**src/rtl/ps_beacon_pkg.sv**
```systemverilog
package ps_beacon_pkg;
  typedef enum logic [1:0] {
    PS_AWAKE  = 2'd0,
    PS_SLEEP  = 2'd1,
    PS_DELAY  = 2'd2,
    PS_WAKING = 2'd3
  } ps_state_e;
endpackage

```
**src/rtl/ps_tbtt_counter.sv**
```systemverilog
module ps_tbtt_counter #(
  parameter int CNT_W = 7
) (
  input  logic             clk,
  input  logic             rst_n,
  input  logic             clear,
  input  logic             pulse,
  input  logic [CNT_W-1:0] target,
  output logic             hit
);
  logic [CNT_W-1:0] seen_q;

  // the pulse that matches the target ends the count
  assign hit = pulse && (seen_q == target);

  always_ff @(posedge clk) begin
    if (!rst_n || clear) seen_q <= '0;
    else if (pulse && !hit) seen_q <= seen_q + 1'b1;
  end

  // counting only ever moves up by one on a pulse
  p_count_step_r5: assert property (@(posedge clk) disable iff (!rst_n)
    (!clear && !pulse) |=> $stable(seen_q));
endmodule

```
**src/rtl/ps_tu_timer.sv**
```systemverilog
module ps_tu_timer #(
  parameter int CNT_W = 8
) (
  input  logic             clk,
  input  logic             rst_n,
  input  logic             load,
  input  logic [CNT_W-1:0] load_val,
  input  logic             tick,
  output logic             done
);
  logic [CNT_W-1:0] rem_q;

  assign done = (rem_q == '0);

  always_ff @(posedge clk) begin
    if (!rst_n) rem_q <= '0;
    else if (load) rem_q <= load_val;
    else if (tick && !done) rem_q <= rem_q - 1'b1;
  end

  // the remaining count only changes on a load or a tick
  p_hold_without_tick_r9: assert property (@(posedge clk) disable iff (!rst_n)
    (!load && !tick) |=> $stable(rem_q));
endmodule

```
**src/rtl/ps_beacon_ctrl.sv**
```systemverilog
module ps_beacon_ctrl #(
  parameter int TBTT_W = 7,
  parameter int DLY_W  = 8,
  parameter int LAT_W  = 4
) (
  input  logic              clk,
  input  logic              rst_n,
  input  logic              tbtt_pulse,
  input  logic              tu_tick,
  input  logic              sleep_req,
  input  logic              force_wake,
  input  logic              auto_wake,
  input  logic [TBTT_W-1:0] tbtt_num,
  input  logic [DLY_W-1:0]  wake_dly,
  input  logic [LAT_W-1:0]  wake_lat,
  output logic              pwr_awake,
  output logic              radio_en,
  output logic              radio_rdy
);
  import ps_beacon_pkg::*;

  ps_state_e state_q, state_d;
  logic      sleep_q;
  logic      sleep_rise;
  logic      host_wake;
  logic      beacon_ok;
  logic      beacon_hit;
  logic      dly_load, dly_done;
  logic      lat_load, lat_done;

  assign sleep_rise = sleep_req && !sleep_q;
  // force-wake wins; a dropped request also wakes
  assign host_wake  = force_wake || !sleep_req;
  assign beacon_ok  = tbtt_pulse && auto_wake && (state_q == PS_SLEEP) && !host_wake;

  ps_tbtt_counter #(.CNT_W(TBTT_W)) u_tbtt (
    .clk    (clk),
    .rst_n  (rst_n),
    .clear  (state_q == PS_AWAKE),
    .pulse  (beacon_ok),
    .target (tbtt_num),
    .hit    (beacon_hit)
  );

  ps_tu_timer #(.CNT_W(DLY_W)) u_dly (
    .clk      (clk),
    .rst_n    (rst_n),
    .load     (dly_load),
    .load_val (wake_dly),
    .tick     (tu_tick && (state_q == PS_DELAY)),
    .done     (dly_done)
  );

  ps_tu_timer #(.CNT_W(LAT_W)) u_lat (
    .clk      (clk),
    .rst_n    (rst_n),
    .load     (lat_load),
    .load_val (wake_lat),
    .tick     (tu_tick && (state_q == PS_WAKING)),
    .done     (lat_done)
  );

  always_comb begin
    state_d  = state_q;
    dly_load = 1'b0;
    lat_load = 1'b0;
    unique case (state_q)
      PS_AWAKE: begin
        if (sleep_rise && !force_wake) state_d = PS_SLEEP;
      end
      PS_SLEEP: begin
        if (host_wake) begin
          state_d  = PS_WAKING;
          lat_load = 1'b1;
        end else if (beacon_hit) begin
          state_d  = PS_DELAY;
          dly_load = 1'b1;
        end
      end
      PS_DELAY: begin
        if (host_wake || dly_done) begin
          state_d  = PS_WAKING;
          lat_load = 1'b1;
        end
      end
      PS_WAKING: begin
        if (lat_done) state_d = PS_AWAKE;
      end
      default: state_d = PS_AWAKE;
    endcase
  end

  always_ff @(posedge clk) begin
    if (!rst_n) begin
      state_q <= PS_AWAKE;
      sleep_q <= 1'b0;
    end else begin
      state_q <= state_d;
      sleep_q <= sleep_req;
    end
  end

  assign pwr_awake = (state_q == PS_AWAKE) || (state_q == PS_WAKING);
  assign radio_en  = (state_q == PS_AWAKE) || (state_q == PS_WAKING);
  assign radio_rdy = (state_q == PS_AWAKE);

  p_sleep_entry_r2: assert property (@(posedge clk) disable iff (!rst_n)
    (state_q == PS_AWAKE && sleep_req && !sleep_q && !force_wake) |=> !pwr_awake);

  p_force_wins_r3: assert property (@(posedge clk) disable iff (!rst_n)
    ((state_q == PS_SLEEP || state_q == PS_DELAY) && force_wake) |=> (radio_en && !radio_rdy));

  p_clear_wakes_r4: assert property (@(posedge clk) disable iff (!rst_n)
    ((state_q == PS_SLEEP || state_q == PS_DELAY) && !sleep_req) |=> radio_en);

  p_manual_ignores_beacon_r5: assert property (@(posedge clk) disable iff (!rst_n)
    (state_q == PS_SLEEP && !auto_wake && sleep_req && !force_wake) |=> (state_q == PS_SLEEP));

  p_ready_after_enable_r7: assert property (@(posedge clk) disable iff (!rst_n)
    $rose(radio_rdy) |-> $past(radio_en));

  p_ready_implies_enable_r8: assert property (@(posedge clk) disable iff (!rst_n)
    radio_rdy |-> radio_en);
endmodule

```
**config.mk**
```make
export PLATFORM = sky130hd
export DESIGN_NAME = ps_beacon_ctrl
export DESIGN_NICKNAME = d
export VERILOG_FILES = /design/src/rtl/ps_beacon_pkg.sv /design/src/rtl/ps_tbtt_counter.sv /design/src/rtl/ps_tu_timer.sv /design/src/rtl/ps_beacon_ctrl.sv
export SDC_FILE = /design/constraint.sdc
export NUM_CORES = 1
export LEC_CHECK = 0
export ABC_AREA = 1
export CORE_ASPECT_RATIO = 1.1
export CORE_MARGIN = 5
export CORE_UTILIZATION = 31
export DETAILED_ROUTE_END_ITERATION = 7
export GPL_TIMING_DRIVEN = 0
export PLACE_DENSITY = 0.59
export SYNTH_ARGS = -nofsm -noshare
export SYNTH_HDL_FRONTEND = slang
export SYNTH_HIERARCHICAL = 1
export SYNTH_SLANG_ARGS = --single-unit
```
**constraint.sdc**
```tcl
create_clock -name clk -period 2.15 [get_ports clk]
set_clock_uncertainty 0.2 [all_clocks]
set_input_delay 0.215 -clock clk [delete_from_list [all_inputs] [get_ports clk]]
set_output_delay 0.215 -clock clk [all_outputs]
set_load 0.03 [all_outputs]
```
## After elaboration in Yosys (flattened, before gate mapping)

Cells that the tools add are included.

| storage, ports and cells | value |
|---|---|
| bits in registers | 22 |
| bits in latches | 0 |
| RAM bits | 0 |
| memory bits (read-only) | 0 |
| bits of input ports | 26 |
| output and inout bits | 3 |
| memories kept | 0 |

| operators by class | value |
|---|---|
| $add $sub $neg | 3 |
| $mul | 0 |
| divide/modulo/power cells | 0 |
| magnitude comparators | 0 |
| equality and inequality tests | 8 |
| shifts and indexed selects | 0 |
| multiplexer cells | 16 |
| bitwise logic cells | 0 |
| reduce and logical (&&, ||, !) cells | 29 |

Operators by type and width:

| kind | count |
|---|---|
| $mux W8 | 2 |
| $logic_and A1 B1 Y1 | 11 |
| $mux W2 | 5 |
| $logic_not A1 Y1 | 8 |
| $logic_not A8 Y1 | 1 |
| $mux W4 | 2 |
| $pmux W2 S4 | 1 |
| $sub A8 B1 Y8 const B | 1 |
| $add A7 B1 Y7 const B | 1 |
| $eq A7 B7 Y1 | 1 |
| $mux W1 | 5 |
| $eq A2 B2 Y1 const B | 2 |
| $logic_not A4 Y1 | 1 |
| $logic_or A1 B1 Y1 | 4 |
| $ne A2 B1 Y1 const B | 2 |
| $reduce_and A4 Y1 | 1 |
| $reduce_bool A2 Y1 | 2 |
| $sub A4 B1 Y4 const B | 1 |
| $ne A3 B2 Y1 const B | 1 |
| $eq A2 B1 Y1 const B | 1 |
| $logic_not A2 Y1 | 1 |
| $ne A2 B2 Y1 const B | 1 |
| $pmux W1 S2 | 1 |

## Logic depth before layout (Yosys ltp)

| logic depth | value |
|---|---|
| word-level depth | 9 |
| depth in mapped cells | 16 |
| mapped depth without buffers | 14 |

## By module

The synthesis kept the hierarchy.

By module, submodules not included:

| module | instances | cells an instance | area each (um^2) |
|---|---|---|---|
| ps_tu_timer at u_dly | 1 | 104 | 600.6 |
| ps_tbtt_counter | 1 | 91 | 564.3 |
| ps_beacon_ctrl | 1 | 54 | 310.3 |
| ps_tu_timer at u_lat | 1 | 41 | 274.0 |

## Worst setup path after synthesis

No wires, ideal clock.

| timing path | value |
|---|---|
| kind | reg2reg |
| start point | register state_q[1] |
| end point | register u_dly.rem_q[1] |
| arrival time | 1896 ps |
| slack | -59 ps |
| stages on the path, launching flop included | 15 |
| period minus slack after synthesis | 2209 ps |
| cells stage by stage | dfxtp_1 inv_1 ha_1 nand3_1 nor2_1 inv_1 nor2_1 nand2_1 nor2_1 clkbuf_1 inv_2 nand2_4 clkinv_2 nor2_1 nor2_1 |

| between the ends | value |
|---|---|
| word-level cells in the longest chain between the ends | 8 |
| elaborated cells between the ends (all ways) | 12 |

RTL lines:

| what | RTL line | source |
|---|---|---|
| start, declared | ps_beacon_ctrl.sv:22 | `ps_state_e state_q, state_d;` |
| start signal, assigned | ps_beacon_ctrl.sv:98 | `state_q <= state_d;` |
| $eq A2 B1 Y1 * | ps_beacon_ctrl.sv:34 | `assign beacon_ok = tbtt_pulse && auto_wake && (state_q == PS_SLEEP) && !host_wake;` |
| $logic_and A1 B1 Y1 * (2 in a row) | ps_beacon_ctrl.sv:34 |  |
| named net beacon_ok | ps_beacon_ctrl.sv:26 | `logic beacon_ok;` |
| $logic_and A1 B1 Y1 * | ps_tbtt_counter.sv:14 | `assign hit = pulse && (seen_q == target);` |
| named net beacon_hit | ps_beacon_ctrl.sv:27 | `logic beacon_hit;` |
| $mux W1 * | ps_beacon_ctrl.sv:75 | `end else if (beacon_hit) begin` |
| $mux W1 * | ps_beacon_ctrl.sv:72 | `if (host_wake) begin` |
| $mux W1 * | ps_beacon_ctrl.sv:67 | `unique case (state_q)` |
| named net dly_load | ps_beacon_ctrl.sv:28 | `logic dly_load, dly_done;` |
| $mux W8 or $reduce_bool A2 Y1 (tied branches) | -- |  |
| end signal, assigned | ps_tu_timer.sv:17 | `else if (load) rem_q <= load_val;` |
| end signal, assigned | ps_tu_timer.sv:18 | `else if (tick && !done) rem_q <= rem_q - 1'b1;` |
| end, declared | ps_tu_timer.sv:11 | `logic [CNT_W-1:0] rem_q;` |

Mark *: on every way through the listed nets, which the timed path passes. The rest lies on a longest branch.
A chain may end at the register's enable or synchronous reset.

## Final worst setup path

| timing path | value |
|---|---|
| start point | input tbtt_num[6] |
| end point | register u_dly.rem_q[2] |

| between the ends | value |
|---|---|
| word-level cells in the longest chain between the ends | 6 |
| elaborated cells between the ends (all ways) | 7 |

RTL lines:

| what | RTL line | source |
|---|---|---|
| start, declared | ps_beacon_ctrl.sv:13 | `input logic [TBTT_W-1:0] tbtt_num,` |
| $eq A7 B7 Y1 * | ps_tbtt_counter.sv:14 |  |
| $logic_and A1 B1 Y1 * | ps_tbtt_counter.sv:14 |  |
| named net beacon_hit | ps_beacon_ctrl.sv:27 |  |
| $mux W1 * | ps_beacon_ctrl.sv:75 |  |
| $mux W1 * | ps_beacon_ctrl.sv:72 |  |
| $mux W1 * | ps_beacon_ctrl.sv:67 |  |
| named net dly_load | ps_beacon_ctrl.sv:28 |  |
| $mux W8 or $reduce_bool A2 Y1 (tied branches) | -- |  |

Marked as above.

==> flow_summary_export.csv <==
group,metric,value,unit
global_route,grtUsageTotal,11.48,%
clocking,clock_path_buffers,2,
timing,final-max-slew-violation-count,0,
detailed_routing,drt-vias-per-instance,4.322,
synthesis,syn_inst,290,
critical_path,reg2regPathDepth,14,
finish,layout.nets,365,
critical_path,path_max_fanout,6,
clocking,clockRootBuffer,"clkbuf_8",
timing,setup_viol_count_final,0,
finish,n_antenna_cell,0,
detailed_routing,ant_nets,0,
run_status,status,"finished clean",
synthesis,synth.avg_cell_area,6.032,um2
finish,final_cell_count_no_fill,404,
clocking,cts_tree,"built",
timing,slew_headroom,65.97,%
placed_design,dpl_cell_area,0.002125,mm2
clocking,cts-hold-fix-buffers,0,
synthesis,syn_area,0.001749,mm2
critical_path,reg2reg_to,"u_dly/rem_q[2]$_SDFFE_PN0P_",
global_route,grtUsageMet2,20.44,%
critical_path,rr_startpoint,"state_q[1]$_SDFFE_PN0P_",
floorplanning,die_h,88.78,um
global_route,top_usage_layer,"met2",
floorplanning,start_util,32.21,%
critical_path,startpoint_type,"input port",
finish,fin_util,42.83,%
clocking,cts_buffers,3,
min_path,hp-class,"reg2reg",
synthesis,synthFlopType,"dfxtp_1",
power_and_ir_drop,pwr-share-clk,15.3,%
finish,syn_to_final_growth,32.98,%
finish,stdcell_area,0.002326,mm2
floorplanning,fp-row-count,28,
synthesis,synth_edf_count,0,
critical_path,r2r_slack,120,ps
power_and_ir_drop,power.switching,762.7,uW
synthesis,synth-async-reset-ratio,0,%
floorplanning,io_pins,29,
timing,finalCriticalPeriod,2029,ps
clocking,insertion_delay,270,ps
global_route,met1_usage,13.69,%
power_and_ir_drop,powerDensity,750.1,mW/mm2
global_route,gr-total-overflow,0,
timing,tightest_slew,508.8,ps
timing,hold_slack,300.4,ps
floorplanning,fp.coreArea,0.005430,mm2
clocking,clk_pin_slew,80,ps
flow_run,maxCapViolations,0,
floorplanning,die_area,0.007246,mm2
placed_design,dpl.cell_count,393,
detailed_routing,detail_route.first_pass.iterations,4,
synthesis,synth_nets,324,
detailed_routing,route.detailed.drc,0,
power_and_ir_drop,pwr-share-comb,54.6,%
min_path,worstHoldPathCells,2,
timing,rsz0062_at_grt,"true",
timing,period_share,94.39,%
power_and_ir_drop,switching_share,43.71,%
timing,final_hold_viol_count,0,
min_path,hold_end,"u_lat/rem_q[3]$_SDFFE_PN0P_",
global_route,grt_max_degree,14,
critical_path,critPathKind,"in2reg",
min_path,min_from,"u_lat/rem_q[3]$_SDFFE_PN0P_",
power_and_ir_drop,seqPwrFrac,30.1,%
critical_path,worstPathRequired,2150,ps
detailed_routing,vias,1746,
timing,fmax,492.8,MHz
placed_design,place_hpwl,2.944,mm
critical_path,critPathCaptureType,"register",
synthesis,synth-seq-cells,22,
synthesis,synth-seq-area-share,25.18,%
clocking,htree_num_levels,1,
critical_path,crit_arrival,2030,ps
detailed_routing,finalWirelength,3.829,mm
detailed_routing,wire_per_inst,9.478,um
power_and_ir_drop,power.leakage,0.001086,uW
global_route,met3_usage,1.527,%
power_and_ir_drop,ir_drop,0.7854,mV
floorplanning,die_width,81.62,um
finish,drive_gt1_share,22.19,%
clocking,cts.sinks,22,
power_and_ir_drop,p_int,982.1,uW
detailed_routing,drt_iter0_markers,32,
placed_design,place_congestion,0.8247,
global_route,grt_pass1_wl,6.651,mm
global_route,grt_antenna_before_repair,0,
placed_design,io_buffers,28,
global_route,grt_pass1_vias,1618,
synthesis,yosysWarnings,6,
synthesis,synthDistinctLibCells,31,
## flip-flops by register name, summed over array words and instances, names as in the netlist
signal	cells
u_tbtt/seen_q	7
state_q	2
u_lat/rem_q	4
u_dly/rem_q	8
sleep_q	1
## metrics by stage
stage	setup TNS (ps)	power (uW)	worst slack, ps
3_5_place_dp	-3964	1457	-514.6
5_1_grt	-23.36	1920	-23.12
6_report	0	1745	120.6
3_3_place_gp	-3932	1445	-516.1
2_1_floorplan	0	1207	74.79
4_1_cts	0	1715	1.027
## synthesized netlist by cell type, drive strengths merged, types with 2 or more instances
cell type,instances,area (um2)
clkinv,2,10.01
nor2,51,230.2
xnor2,2,17.52
o21ai,10,53.80
nand4,2,12.51
a21oi,11,58.81
nor3,2,15.01
ha,8,100.1
nand3,32,170.2
nand2,88,382.9
buf,2,18.77
dfxtp,22,440.4
xor2,2,17.52
inv,51,191.4
## final cells by class
type	count	area (um2)
Buffer	3	32.53
Clock buffer	3	41.29
Multi-Input combinational cell	212	1155
Tap cell	75	93.84
Inverter	53	205.2
Fill cell	598	3104
Sequential cell	22	451.7
Timing Repair Buffer	36	346.6
## worst max path at each step
stage | start | to | slack (ps) | depth (start not counted)
after floorplan | state_q[1]$_SDFFE_PN0P_ | u_dly/rem_q[1]$_SDFFE_PN0P_ | 70 | 14
after global placement | tbtt_num[0] | u_dly/rem_q[7]$_SDFFE_PN0P_ | -520 | 16
after detailed placement | tbtt_num[0] | u_dly/rem_q[7]$_SDFFE_PN0P_ | -510 | 16
after CTS | u_tbtt/seen_q[0]$_SDFFE_PP0P_ | u_dly/rem_q[2]$_SDFFE_PN0P_ | 1 | 15
after global routing | u_tbtt/seen_q[0]$_SDFFE_PP0P_ | u_dly/rem_q[2]$_SDFFE_PN0P_ | -20 | 15
final | tbtt_num[6] | u_dly/rem_q[2]$_SDFFE_PN0P_ | 120 | 14
## cell families after synthesis
logic type,Yosys count,share of synthesized area [%]
DFF,22,25.18
AOI/OAI and AO/OA,23,7.225
buffers and inverters,56,12.80
and+or+nand+nor,177,47.07
adders and majority gates,8,5.723
xor gates and xnor gates,4,2.003
## worst max-delay path: stages
cell	delay, ps
clkdlybuf4s50_1	450
xor2_1	170
nor2_2	120
nand3_2	100
buf_6	150
nor2_4	80
nand2_1	50
nor2_1	140
clkbuf_8	170
buf_6	110
nand2_1	40
o21ai_1	60
nand2_1	60
a21oi_1	130
## layout by cell type, fill, tap and decap left out, types with 7 or more instances in the layout
cell type	count
a21oi_1	8
buf_4	7
clkdlybuf4s50_1	21
dfxtp_1	15
ha_1	7
inv_1	40
inv_2	10
nand2_1	73
nand2_2	11
nand3_1	28
nor2_1	39
o21ai_0	7
## timing repair
action                                  CTS  global route
gates resized for setup                  15            31
pin swaps                                 2             8
buffers inserted                          3             5
endpoints found under the setup margin   12            13
## per-layer routing
layer  wire length, um  part of all wire (%)
met5                 0                     0
met3               146                   3.8
met2              1787                    47
met1              1818                    47
met4                76                   2.0
## power groups by stage
stage | Clock, uW | Sequential [uW] | Combinational [uW]
floorplan | 0 | 509 | 698
global placement | 0 | 521 | 924
detailed placement | 0 | 523 | 934
CTS | 282 | 518 | 916
global route | 302 | 535 | 1080
finish | 267 | 525 | 953
(Power assumes the default switching activity.)
